===== config.mk =====
export PLATFORM = sky130hd
export DESIGN_NAME = txmon_irq_status
export DESIGN_NICKNAME = d
export VERILOG_FILES = /design/src/rtl/txmon_pkg.sv /design/src/rtl/txmon_evt_merge.sv /design/src/rtl/txmon_stat_reg.sv /design/src/rtl/txmon_irq_sum.sv /design/src/rtl/txmon_irq_status.sv
export SDC_FILE = /design/constraint.sdc
export NUM_CORES = 1
export LEC_CHECK = 0
export BUFFER_PORTS_ARGS = -buffer_cell sky130_fd_sc_hd__buf_2
export CAP_MARGIN = 15
export CELL_PAD_IN_SITES_DETAIL_PLACEMENT = 0
export CELL_PAD_IN_SITES_GLOBAL_PLACEMENT = 1
export CORE_ASPECT_RATIO = 1.25
export CORE_MARGIN = 2
export CORE_UTILIZATION = 25
export DETAILED_ROUTE_END_ITERATION = 8
export GPL_TIMING_DRIVEN = 0
export PLACE_DENSITY = 0.83
export SKIP_LAST_GASP = 1
export SYNTH_ARGS = -nofsm -noshare
export SYNTH_HDL_FRONTEND = slang
export SYNTH_SLANG_ARGS = --single-unit

===== constraint.sdc =====
create_clock -name clk -period 1.1 [get_ports clk]
set_clock_uncertainty 0.1 [all_clocks]
set_input_delay 0 -clock clk [delete_from_list [all_inputs] [get_ports clk]]
set_output_delay 0 -clock clk [all_outputs]
set_load 0.05 [all_outputs]

===== src/rtl/txmon_pkg.sv =====
package txmon_pkg;
    parameter int CH_PER_MUX = 8;
    parameter int NUM_MUX    = 2;
    localparam int NUM_CH    = CH_PER_MUX * NUM_MUX;

    typedef logic [NUM_CH-1:0] stat_vec_t;
    typedef logic [NUM_MUX-1:0][CH_PER_MUX-1:0] mux_vec_t;

    typedef struct packed {
        stat_vec_t status;
    } stat_state_t;
endpackage


===== src/rtl/txmon_evt_merge.sv =====
module txmon_evt_merge
    import txmon_pkg::*;
(
    input  mux_vec_t  done_i,
    input  mux_vec_t  abort_i,
    input  mux_vec_t  tmo_i,
    input  logic      tmo_en_i,
    output stat_vec_t set_o
);
    // Each multiplex fills a contiguous slice of the status word.
    // Channel x of multiplex m lands on bit m*CH_PER_MUX + x.
    for (genvar m = 0; m < NUM_MUX; m++) begin : g_mux
        for (genvar c = 0; c < CH_PER_MUX; c++) begin : g_ch
            always_comb begin
                set_o[m*CH_PER_MUX + c] = done_i[m][c] | abort_i[m][c]
                                          | (tmo_i[m][c] & tmo_en_i);
            end
        end
    end
endmodule


===== src/rtl/txmon_stat_reg.sv =====
module txmon_stat_reg
    import txmon_pkg::*;
(
    input  logic      clk,
    input  logic      rst_n,
    input  stat_vec_t set_i,
    input  logic      rd_stb_i,
    output stat_vec_t status_o
);
    stat_state_t st_d, st_q;

    // A read clears only the bits it has already reported.
    // Events that arrive in the read cycle are kept.
    always_comb begin
        st_d = st_q;
        if (rd_stb_i) begin
            st_d.status = '0;
        end
        st_d.status = st_d.status | set_i;
    end

    always_ff @(posedge clk or negedge rst_n) begin
        if (!rst_n) begin
            st_q <= '0;
        end else begin
            st_q <= st_d;
        end
    end

    assign status_o = st_q.status;

    AST_READ_CLEARS: assert property (@(posedge clk) disable iff (!rst_n)
        (rd_stb_i && set_i == '0) |=> status_o == '0);

    AST_STICKY_HOLD: assert property (@(posedge clk) disable iff (!rst_n)
        !rd_stb_i |=> (status_o & $past(status_o)) == $past(status_o));

    AST_EVENT_KEPT: assert property (@(posedge clk) disable iff (!rst_n)
        1'b1 |=> (status_o & $past(set_i)) == $past(set_i));
endmodule


===== src/rtl/txmon_irq_sum.sv =====
module txmon_irq_sum
    import txmon_pkg::*;
(
    input  stat_vec_t status_i,
    input  logic      mask_i,
    output logic      irq_o
);
    always_comb begin
        irq_o = (|status_i) & ~mask_i;
    end
endmodule


===== src/rtl/txmon_irq_status.sv =====
module txmon_irq_status
    import txmon_pkg::*;
(
    input  logic        clk,
    input  logic        rst_n,
    input  logic [7:0]  word_done_m0_i,
    input  logic [7:0]  word_done_m1_i,
    input  logic [7:0]  abort_m0_i,
    input  logic [7:0]  abort_m1_i,
    input  logic [7:0]  tmo_m0_i,
    input  logic [7:0]  tmo_m1_i,
    input  logic        tmo_en_i,
    input  logic        rd_stb_i,
    input  logic        irq_mask_i,
    output logic [15:0] rd_data_o,
    output logic        irq_o
);
    mux_vec_t  done_v, abort_v, tmo_v;
    stat_vec_t set_w, status_w;

    assign done_v  = {word_done_m1_i, word_done_m0_i};
    assign abort_v = {abort_m1_i, abort_m0_i};
    assign tmo_v   = {tmo_m1_i, tmo_m0_i};

    txmon_evt_merge u_merge (
        .done_i   (done_v),
        .abort_i  (abort_v),
        .tmo_i    (tmo_v),
        .tmo_en_i (tmo_en_i),
        .set_o    (set_w)
    );

    txmon_stat_reg u_stat (
        .clk      (clk),
        .rst_n    (rst_n),
        .set_i    (set_w),
        .rd_stb_i (rd_stb_i),
        .status_o (status_w)
    );

    txmon_irq_sum u_sum (
        .status_i (status_w),
        .mask_i   (irq_mask_i),
        .irq_o    (irq_o)
    );

    assign rd_data_o = status_w;

    AST_IRQ_MATCH: assert property (@(posedge clk) disable iff (!rst_n)
        irq_o == ((rd_data_o != 16'h0) && !irq_mask_i));

    AST_MASK_QUIET: assert property (@(posedge clk) disable iff (!rst_n)
        irq_mask_i |-> !irq_o);

    AST_TMO_GATED: assert property (@(posedge clk) disable iff (!rst_n)
        (!tmo_en_i && word_done_m0_i == 8'h0 && word_done_m1_i == 8'h0
         && abort_m0_i == 8'h0 && abort_m1_i == 8'h0)
        |=> rd_data_o == ($past(rd_stb_i) ? 16'h0 : $past(rd_data_o)));
endmodule


==> metrics.cfg <==
[sta]
hold_viol_final = 0
tightest_slew_ps = 362
rsz0062_at_grt = yes
max_freq_ghz = 0.679
finalCriticalPeriod_ps = 1470
setup_slack_ps = -372
max_slew_margin_pct = 75.9
slew_violations = 0
min_period_over_period_pct = 134
setup_violations = 1
whs_ps = 74.7

[floorplanning]
dieArea_sq_um = 3570
start_util_pct = 26.3
die_h_um = 66.3
rows = 22
core_area_sq_um = 2950
ios = 70
chipWidth_um = 53.8

[final_layout]
area_growth_pct = 140
layout-drive-gt1-share_pct = 54.6
utilization_pct = 63.2
seqCellArea_sq_um = 420
nNetsFinal = 250
largest_reg_flops = 16
finalNonFillerCells = 232
fillCellCount = 217
antennaDiodeCount = 0
multiInputGateArea_sq_um = 363

[critical_path]
regToRegStartpoint = u_stat.status_o[15]
crit_type = register to primary output
crit_family = flip-flops
cp-start-kind = register
slowest_stage = dfrtp_2
path_max_fanout = 2
cp-end-kind = primary output
crit_path_start = u_stat.status_o[15]
path_buf_inv = 1
path_cells = nor4_4 > a41oi_4 > buf_6
cp_data_required_time_ps = 1000
max_stage_delay_ps = 440
worstPathArrival_ps = 1370

[global_routing]
track_usage_pct = 19.3
first_global_vias = 1173
grt_start_max_net_pins = 17
grt_overflow = 0
grt_pass1_wl_mm = 4.98
antenna_found_initial = 0

[power_and_ir_drop]
power_frac_seq_pct = 43.1
power_per_cell_area_nw_per_um2 = 808
ir_drop_mv = 0.727
p_comb_share_pct = 32.0
p_int_mw = 1.07
switching_share_pct = 28.6
leakage_nw = 0.903
p_clk_share_pct = 24.9
netSwitchingPower_mw = 0.430

[detailed_routing]
wirelength_mm = 3.18
dr.pass1.iters = 4
antenna_left = 0
viasPerCell = 4.48
vias = 1040
drt_iter0_markers = 15
drcViolationCount = 0
wl_per_cell_um = 13.7

[clocking]
cts_tree = built
clk_latency_ps = 280
clockBufferDepth = 2
h-tree-depth = 1
clk_pin_slew_worst_paths_ps = 90
root_buffer = clkbuf_4
cts.sinks = 16
cts-buffers-inserted = 3

[placed_design]
dp_hpwl_mm = 1.80
pre_cts_slack_ps = -114
routabilityCongestion = 0.640
portBuffers = 68
dp_cells = 176

[logic_synthesis]
yosysSeqAreaShare_pct = 51.6
synthTopCellsByCount = dfrtp_1, inv_1, a211oi_2, o21ai_1
synth_edf_count = 0
syn_area_sq_um = 776
synth_compound_area_share_pct = 33.4
synth_fa_ha_area_share_pct = 0
synthTopCellsByArea = dfrtp_1, a211oi_2, inv_1
ys_ff_latch = 16
yosysTopAreaCellShare_pct = 51.6
yosys.area.top_type = dfrtp_1
yosysUniqueCellTypes = 11
synth_top_family_by_area = compound AO/OA/AOI/OAI gates
syn_nets = 125
synthMuxAreaShare_pct = 0
synth_warnings = 0
synthFlopType = dfrtp_1
synthCells = 72
synthArstFlopShare_pct = 100
syn_area_per_cell_sq_um = 10.8
synth-simple-area-share_pct = 3.23
yosys.area_share.xor_xnor_pct = 0

[run_status]
violations = setup timing
status = complete, but fails checks

[flow_run]
cap_violations = 0

[hold_path]
hold_path_class = input pin to asynchronous set/reset pin

logic make-up (layout without fill, tap and decap cells):
logic type | Yosys count | in the layout
DFF | 16 | 16
buffers and inverters | 19 | 143
AOI/OAI and AO/OA | 33 | 33
and+or+nand+nor | 4 | 4
path summary, 6_finish.rpt:
check	cells after the start	end	slack (ps)
worst max-delay path	3	irq_o	-370
max in group asynchronous	2	u_stat.status_o[10]	540
worst min-delay path	2	u_stat.status_o[2]	70
min in group clk	3	irq_o	180
worst min register to register	2	u_stat.status_o[12]	470
worst max register to register	3	u_stat.status_o[15]	220
power by group through the flow:
stage	registers (mW)	logic, mW	clock network, mW
2_1_floorplan	0.742	0.0768	0
3_3_place_gp	0.658	0.311	0
3_5_place_dp	0.660	0.317	0
4_1_cts	0.648	0.459	0.398
5_1_grt	0.652	0.514	0.431
6_report	0.649	0.481	0.374
metrics by stage:
step	cell area (sq um)	power (mW)	TNS (ps)
6_report	1860	1.50	-372
5_1_grt	1860	1.60	-501
4_1_cts	1820	1.51	-458
3_5_place_dp	1260	0.977	-114
3_3_place_gp	1260	0.969	-121
2_1_floorplan	875	0.819	-135
area by class of cell:
class	instances	area share, %
Timing Repair Buffer	120	48.7
Clock buffer	4	1.95
Buffer	3	1.68
Inverter	16	3.23
Sequential cell	16	22.6
Multi-Input combinational cell	37	19.5
Tap cell	36	2.42
routing by layer:
metal,GRT usage [%],up-vias,wire length [um]
li1,-,508,-
met1,20.1,468,1150
met2,35.2,58,1730
met3,5.20,6,250
met4,7.69,0,51
met5,0,-,0
layout by cell type (no fill, tap or decap), drive strengths merged:
master	netlist	layout
clkbuf	0	14
nor4	4	4
buf	3	62
dlygate4sd3	0	51
a41oi	1	1
inv	16	16
a211oi	16	16
o21ai	16	16
dfrtp	16	16
repair_timing:
| item | 4_1_cts | 5_1_grt |
|---|---|---|
| endpoints found under the hold margin | 32 | 0 |
| resized for setup | 2 | 17 |
| pin swaps | 1 | 0 |
| gates cloned | 0 | 0 |
| hold buffers | 51 | 0 |
| buffers inserted | 1 | 0 |
| setup endpoints to repair | 1 | 14 |
(Power assumes the default switching activity.)
